==> config.mk <==
export PLATFORM = sky130hd
export DESIGN_NAME = usb_irq_gate
export DESIGN_NICKNAME = d
export VERILOG_FILES = /design/src/rtl/usb_irq_pkg.sv /design/src/rtl/usb_irq_regs.sv /design/src/rtl/usb_irq_thresh.sv /design/src/rtl/usb_irq_gate.sv
export SDC_FILE = /design/constraint.sdc
export NUM_CORES = 1
export LEC_CHECK = 0
export CAP_MARGIN = 25
export CORE_MARGIN = 5
export CORE_UTILIZATION = 48
export CTS_CLUSTER_DIAMETER = 120
export CTS_CLUSTER_SIZE = 10
export DETAILED_ROUTE_END_ITERATION = 10
export PLACE_DENSITY = 0.9
export SYNTH_ARGS = -nofsm -noshare
export SYNTH_HDL_FRONTEND = slang
export SYNTH_SLANG_ARGS = --single-unit
==> constraint.sdc <==
create_clock -name clk -period 2.68 [get_ports clk]
set_input_delay 0.536 -clock clk [delete_from_list [all_inputs] [get_ports clk]]
set_output_delay 0.536 -clock clk [all_outputs]
set_load 0.005 [all_outputs]
==> src/rtl/usb_irq_pkg.sv <==
package usb_irq_pkg;
   localparam int SRC_N     = 5;
   localparam int IX_XFER   = 0;
   localparam int IX_BUSERR = 1;
   localparam int IX_PORT   = 2;
   localparam int IX_ROLL   = 3;
   localparam int IX_SYSERR = 4;
   localparam logic [SRC_N-1:0] DEFER_MASK = 5'b00011;
endpackage

==> src/rtl/usb_irq_regs.sv <==
module usb_irq_regs #(
   parameter int N         = 5,
   parameter int ROLL_IX   = 3,
   parameter bit ROLL_HOST = 1'b1
) (
   input  logic         clk,
   input  logic         rst_n,
   input  logic         host_mode,
   input  logic [N-1:0] evt,
   input  logic         reg_wr,
   input  logic         reg_sel,
   input  logic [N-1:0] reg_wdata,
   output logic [N-1:0] en_q,
   output logic [N-1:0] st_q
);
   localparam logic [N-1:0] ROLL_BIT = N'(1) << ROLL_IX;

   if (ROLL_IX >= N) begin : g_bad_ix
      $error("rollover index outside source range");
   end

   logic [N-1:0] set_v;
   logic [N-1:0] clr_v;

   if (ROLL_HOST) begin : g_roll_gated
      assign set_v = host_mode ? evt : (evt & ~ROLL_BIT);
   end else begin : g_roll_free
      assign set_v = evt;
   end

   assign clr_v = (reg_wr && reg_sel) ? reg_wdata : '0;

   always_ff @(posedge clk or negedge rst_n) begin
      if (!rst_n) begin
         en_q <= '0;
         st_q <= '0;
      end else begin
         if (reg_wr && !reg_sel) en_q <= reg_wdata;
         st_q <= (st_q & ~clr_v) | set_v;
      end
   end

   for (genvar i = 0; i < N; i++) begin : g_chk
      // a written 1 without a same-cycle event clears the bit
      a_r3_w1c_clears: assert property (@(posedge clk) disable iff (!rst_n)
         (reg_wr && reg_sel && reg_wdata[i] && !evt[i]) |=> !st_q[i]);
      // an event always leaves the bit set
      a_r4_set_wins: assert property (@(posedge clk) disable iff (!rst_n)
         (set_v[i]) |=> st_q[i]);
   end

   if (ROLL_HOST) begin : g_roll_chk
      // rollover status never rises in device role
      a_r8_device_roll: assert property (@(posedge clk) disable iff (!rst_n)
         (!host_mode) |=> !$rose(st_q[ROLL_IX]));
   end
endmodule

==> src/rtl/usb_irq_thresh.sv <==
module usb_irq_thresh #(
   parameter int THR_W   = 7,
   parameter int MAX_THR = 64
) (
   input  logic             clk,
   input  logic             rst_n,
   input  logic             tick,
   input  logic [THR_W-1:0] thresh,
   output logic             open_win
);
   if (MAX_THR < 1 || MAX_THR >= (1 << THR_W)) begin : g_bad_thr
      $error("MAX_THR must fit in THR_W bits");
   end

   logic [THR_W-1:0] cnt_q;
   logic [THR_W-1:0] lim;
   logic [THR_W:0]   nxt;

   always_comb begin
      if (thresh == '0)                    lim = THR_W'(1);
      else if (thresh > THR_W'(MAX_THR))   lim = THR_W'(MAX_THR);
      else                                 lim = thresh;
   end

   assign nxt      = {1'b0, cnt_q} + 1'b1;
   assign open_win = tick && (nxt >= {1'b0, lim});

   always_ff @(posedge clk or negedge rst_n) begin
      if (!rst_n)        cnt_q <= '0;
      else if (open_win) cnt_q <= '0;
      else if (tick)     cnt_q <= nxt[THR_W-1:0];
   end

   // the interval count stays below the largest interval
   a_r7_count_bound: assert property (@(posedge clk) disable iff (!rst_n)
      cnt_q < THR_W'(MAX_THR));
endmodule

==> src/rtl/usb_irq_gate.sv <==
module usb_irq_gate
   import usb_irq_pkg::*;
#(
   parameter int THR_W     = 7,
   parameter int MAX_THR   = 64,
   parameter bit ROLL_HOST = 1'b1
) (
   input  logic             clk,
   input  logic             rst_n,
   input  logic             host_mode,
   input  logic [4:0]       evt,
   input  logic             uframe_tick,
   input  logic [THR_W-1:0] thresh,
   input  logic             reg_wr,
   input  logic             reg_sel,
   input  logic [4:0]       reg_wdata,
   output logic [4:0]       reg_rdata,
   output logic             irq
);
   localparam int ND = $countones(DEFER_MASK);

   logic [SRC_N-1:0] en_q, st_q, act;
   logic             open_win;
   logic [ND-1:0]    pend_q, def_act;
   logic             imm_irq, def_irq;

   usb_irq_regs #(.N(SRC_N), .ROLL_IX(IX_ROLL), .ROLL_HOST(ROLL_HOST)) u_regs (
      .clk(clk), .rst_n(rst_n), .host_mode(host_mode), .evt(evt),
      .reg_wr(reg_wr), .reg_sel(reg_sel), .reg_wdata(reg_wdata),
      .en_q(en_q), .st_q(st_q));

   usb_irq_thresh #(.THR_W(THR_W), .MAX_THR(MAX_THR)) u_thr (
      .clk(clk), .rst_n(rst_n), .tick(uframe_tick), .thresh(thresh),
      .open_win(open_win));

   assign reg_rdata = reg_sel ? st_q : en_q;
   assign act       = st_q & en_q;

   if (ROLL_HOST) begin : g_imm_host
      assign imm_irq = act[IX_SYSERR] | act[IX_PORT] | (act[IX_ROLL] & host_mode);
   end else begin : g_imm_any
      assign imm_irq = act[IX_SYSERR] | act[IX_PORT] | act[IX_ROLL];
   end

   assign def_act = {act[IX_BUSERR], act[IX_XFER]};

   always_ff @(posedge clk or negedge rst_n) begin
      if (!rst_n)        pend_q <= '0;
      else if (open_win) pend_q <= def_act;
      else               pend_q <= pend_q & def_act;
   end

   assign def_irq = |(pend_q & def_act);
   assign irq     = imm_irq | def_irq;

   // a deferred source is latched only in a release window
   a_r6_latch_at_window: assert property (@(posedge clk) disable iff (!rst_n)
      $rose(|pend_q) |-> $past(open_win));
   // an active immediate source holds the line high
   a_r5_immediate: assert property (@(posedge clk) disable iff (!rst_n)
      (act[IX_PORT] || act[IX_SYSERR]) |-> irq);
   // nothing active means no request
   a_r9_quiet: assert property (@(posedge clk) disable iff (!rst_n)
      (act == '0) |-> !irq);
endmodule

### After elaboration in Yosys (flattened, before gate mapping)

Index checks and enable logic that the tools add are counted.

* flip-flop bits (word level): 19
* input bits: 23
* output and inout bits: 6
* logic and storage cells: 31

* add/subtract/negate cells: 1
* magnitude comparators: 2
* mux-type cells: 8
* bitwise gates (word level): 9
* reduce and logical (&&, ||, !) cells: 7

Operators by type and width (number)
* two-way mux 7 bit: 4
* bitwise AND 5 bit: 2
* two-way mux 5 bit: 2
* adder 7 x 1 -> 8 bit (second input constant): 1
* greater-or-equal comparator 8 x 7 -> 1 bit: 1
* greater-than comparator 7 bit (second input constant): 1
* zero test 7 bit: 1
* inverter 5 bit: 1
* OR 5 bit: 1
* two-way mux 4 bit: 1
* logical AND 1 bit: 3
* OR 1 bit: 3
* bitwise AND 2 bit: 1
* two-way mux 2 bit: 1
* nonzero test 2 bit: 1
* OR reduction 2 bit: 1
* bitwise AND 1 bit: 1
* zero test 1 bit: 1

### Logic depth before layout (Yosys ltp)

* depth after elaboration: 6
* gate-level depth with buffers: 9
* depth with buffers taken out: 9

### Hierarchy

From an unflattened synthesis, not the netlist that was laid out.

* cell total of the unflattened synthesis: 109
* area total of the unflattened synthesis: 1153.6 um^2

By module, submodules not included
* usb_irq_thresh: times used 1, cells an instance 69, area each 595.6 um^2, sequential area each 175.2 um^2
* usb_irq_regs: times used 1, cells an instance 26, area each 402.9 um^2, sequential area each 250.2 um^2
* usb_irq_gate: times used 1, cells an instance 14, area each 155.1 um^2, sequential area each 50.0 um^2

### Worst setup path after synthesis

No wires, ideal clock.

* kind: register to register
* from: register u_thr.cnt_q[0]
* to: register u_thr.cnt_q[0]
* setup time: 0.076 ns
* data arrival time: 2.035 ns
* required time: 2.604 ns
* slack: 0.569 ns
* stages on the path, launching flop included: 9
* buffers on the path: 0
* clock period less this slack: 2.111 ns
* cells stage by stage: dfrtp_1 ha_1 xor2_1 ha_1 a211o_1 a31oi_1 o21ai_2 or2_1 o21ai_1

* word-level cells in the longest chain between the ends: 4
* elaborated cells on any way between the ends: 6
* those cells by class: add/sub: 1; order compare: 1; mux: 2; reduce/logical: 2

RTL lines
* start: declaration: line usb_irq_thresh.sv:15 `logic [THR_W-1:0] cnt_q;`
* start signal: assignment: line usb_irq_thresh.sv:31 `else if (tick) cnt_q <= nxt[THR_W-1:0];`
* adder 7 x 1 -> 8 bit *: line usb_irq_thresh.sv:25 `assign nxt = {1'b0, cnt_q} + 1'b1;`
* greater-or-equal comparator 8 x 7 -> 1 bit: line usb_irq_thresh.sv:26 `assign open_win = tick && (nxt >= {1'b0, lim});`
* logical AND 1 bit: line usb_irq_thresh.sv:26
* two-way mux 7 bit / nonzero test 2 bit (equally long branches)

Every way passes the cells marked *; elsewhere a longest branch is shown, timed or not. The select of a mux whose other input is x is not followed.
A chain may end at the register's enable or synchronous reset.

### Worst setup path after layout

* from: register u_thr.cnt_q[0]
* to: register u_thr.cnt_q[3]

Same word-level chain as after synthesis.

==> metrics.csv <==
metric,value,unit
"Top FF cell, synth",sky130_fd_sc_hd__dfrtp_1,
Power Dens Cells,618,mW/mm²
global router's overall resource usage,14.9,%
final worst hold slack,0.516,ns
origin of the worst setup path,u_thr.cnt_q[0],
synthesized net count,142,
signal arrival time at the worst endpoint,2.53,ns
top-count cell post-synth,sky130_fd_sc_hd__dfrtp_1,
share of synthesized area occupied by flip-flops and latches,41.9,%
setup repair after global routing missed its margin,no,
ANT nets after route,0,
total design power,0.907,mW
number of nets at the end of the flow,173,
number of buffers created by CTS,3,
clock skew,0.00146,ns
DP Wirelength,1.78,mm
share of synthesized registers carrying an async set or reset,100,%
"Distinct cells, synth",34,
share of final-layout standard cells stronger than drive strength 1,13.5,%
cell count of the worst reg-to-reg path,8,
Yosys reg bits,19,
antenna diode count,0,
die width,58.6,µm
Slew HR,46.2,%
shortest period the worst path allows,2.33,ns
ranking of synthesized cells by area,"sky130_fd_sc_hd__dfrtp_1 (42%), sky130_fd_sc_hd__mux2_2 (9.9%), sky130_fd_sc_hd__ha_1 (8.8%)",
total negative setup slack,0,ns
netlist area before placement,0.00113,mm²
clock sinks,19,
TritonCTS clock tree,yes,
period utilization,86.9,%
routed via count divided by cell count,5.52,
dominant cell type by area after synthesis,sky130_fd_sc_hd__dfrtp_1,
Floorplan Core Area,0.00223,mm²
final non-filler cell total,169,
Achievable Freq,0.429,GHz
number of violations reported at the end of detailed-routing iteration 0,9,
Leakage Power,0.646,nW
cell at the root of the clock tree,sky130_fd_sc_hd__clkbuf_4,
area used by multi-input combinational logic,627,µm²
pin count of the biggest net entering global routing,20,
Worst Hold Class,reg -> reg,
startpoint of the worst-slack reg-to-reg timing path,u_thr.cnt_q[0],
DRC violations left,0,
maximum root-to-sink buffer count,2,
area added between synthesis and finish,29.6,%
Yosys Warn Count,0,
grt ovf,0,
I/O pin count,29,
final hold violation count,0,
count of placed standard cells including taps,165,
startpoint type of the worst setup path,flip-flop,
required arrival time at the worst endpoint,2.88,ns
port buffer count,28,
endpoint of the lowest-slack register-to-register path,u_thr.cnt_q[3],
Slew @ Worst Pin,0.804,ns
wire length reported by the detailed router,2.21,mm
Filler cells,183,
wire length of the first global-routing pass,4.04,mm
Starting Density,50.8,%
site row count,17,
clock slew at reported path FFs,0.10,ns
cell types with the highest counts after synthesis,"sky130_fd_sc_hd__dfrtp_1 (19), sky130_fd_sc_hd__nand2_1 (12), sky130_fd_sc_hd__mux2_2 (10)",
routability congestion estimate from global placement,0.834,
insertion delay to the later sink of the worst-skew pair,0.28,ns
Post-synth EDFFs,0,
number of antenna violations at the first check in global routing,0,
sequential standard cell area,475,µm²
critical path endpoint category,flip-flop,
result of the run,completed,
number of vias in the routed layout,933,
count of final setup violators,0,
via count of the first global-routing pass,1023,
critical-path maximum fanout,6,
worst supply voltage drop on vdd,0.000441,V
type of the worst setup path,reg -> reg,
number of iterations in the first detailed-routing pass,2,
Die Footprint,0.00343,mm²
final routed wire length divided by cell count,13.1,µm
"reg-to-reg slack, setup",0.35,ns
Yosys top cell area share,41.9,%
max-cap viol count,0,
total count of max-transition violations in the final report,0,
die height,58.6,µm
core utilization of the finished layout,65.8,%
critical path capture point,u_thr.cnt_q[3],
# H-tree levels,1,
Mapped Avg Cell Area,10.2,µm²
post-synthesis instance total,111,
==> layout by cell type, fill, tap and decap left out, types with 2 or more instances in the layout <==
master,Yosys,layout
sky130_fd_sc_hd__a21o_1,6,6
sky130_fd_sc_hd__a21oi_1,4,4
sky130_fd_sc_hd__a22o_1,2,2
sky130_fd_sc_hd__a31oi_1,2,2
sky130_fd_sc_hd__clkbuf_4,0,3
sky130_fd_sc_hd__clkdlybuf4s50_1,0,27
sky130_fd_sc_hd__dfrtp_1,19,19
sky130_fd_sc_hd__ha_1,8,8
sky130_fd_sc_hd__inv_1,6,6
sky130_fd_sc_hd__mux2_2,10,10
sky130_fd_sc_hd__nand2_1,12,12
sky130_fd_sc_hd__nand2b_1,4,4
sky130_fd_sc_hd__nand3_1,6,6
sky130_fd_sc_hd__nor2_1,2,2
sky130_fd_sc_hd__nor2b_1,2,2
sky130_fd_sc_hd__nor3_1,2,2
sky130_fd_sc_hd__o21ai_0,2,2
sky130_fd_sc_hd__o22ai_1,3,3
sky130_fd_sc_hd__xnor2_1,3,3
sky130_fd_sc_hd__xor2_1,2,2
==> kinds of logic after synthesis <==
group | share of synthesized area, %
xor gates and xnor gates | 3.86
AOI/OAI and AO/OA | 16.8
and+or+nand+nor | 15.9
muxes | 9.93
buffers and inverters | 2.76
DFF | 41.9
adders and majority gates | 8.83
==> per-layer routing <==
metal  up-vias  wire length [µm]  global-route usage (%)
met5         -                 0                       0
met4         0                27                    5.83
li1        465                 -                       -
met2        29              1050                    25.7
met3         4               163                    4.61
met1       435               971                    17.2
==> worst min-delay path by stage <==
stage	start	end	slack, ns	cells after the start
final	u_regs.st_q[0]	u_regs.st_q[0]	0.52	1
after global routing	u_regs.st_q[1]	u_regs.st_q[1]	0.54	1
after CTS	u_regs.st_q[0]	u_regs.st_q[0]	0.52	1
after detailed placement	u_regs.st_q[1]	u_regs.st_q[1]	0.49	1
after global placement	u_regs.st_q[0]	u_regs.st_q[0]	0.49	1
after floorplan	rst_n	pend_q[0]	0.24	0
==> worst max-delay path: stages (launching register included) <==
cell	delay, ns
sky130_fd_sc_hd__dfrtp_1	0.45
sky130_fd_sc_hd__ha_1	0.29
sky130_fd_sc_hd__xor2_1	0.17
sky130_fd_sc_hd__ha_1	0.31
sky130_fd_sc_hd__a211o_1	0.29
sky130_fd_sc_hd__a31oi_1	0.17
sky130_fd_sc_hd__o21ai_2	0.12
sky130_fd_sc_hd__or2_1	0.28
sky130_fd_sc_hd__o22ai_1	0.16
==> where the power goes <==
part	internal, mW	switching [mW]	leakage [nW]
clock network	0.0578	0.0791	0.0150
logic	0.201	0.173	0.404
registers	0.341	0.0554	0.227
==> state kept, by name (all words and copies together) (netlist names) <==
register     count
u_thr.cnt_q      7
u_regs.en_q      5
u_regs.st_q      5
pend_q           2
==> final cells by class <==
cell class	count	share of cell area (%)
multi-input combinational	84	42.7
sequential	19	32.4
timing repair buffer	28	19.3
tap	28	2.39
clock buffer	4	1.79
inverter	6	1.53
==> per-stage QoR <==
step / setup slack (ns) / instance area (µm²)
after floorplan: 0.569 / 1130
after global placement: 0.107 / 1440
after detailed placement: 0.0489 / 1440
after CTS: 0.0680 / 1470
after global routing: 0.172 / 1470
final: 0.350 / 1470
==> what timing repair did <==
item                                    4_1_cts  5_1_grt
endpoints found under the setup margin        0        5
resized for setup                             0        1
buffers inserted                              0        0
hold buffers                                  0        0
(Power assumes the default switching activity.)
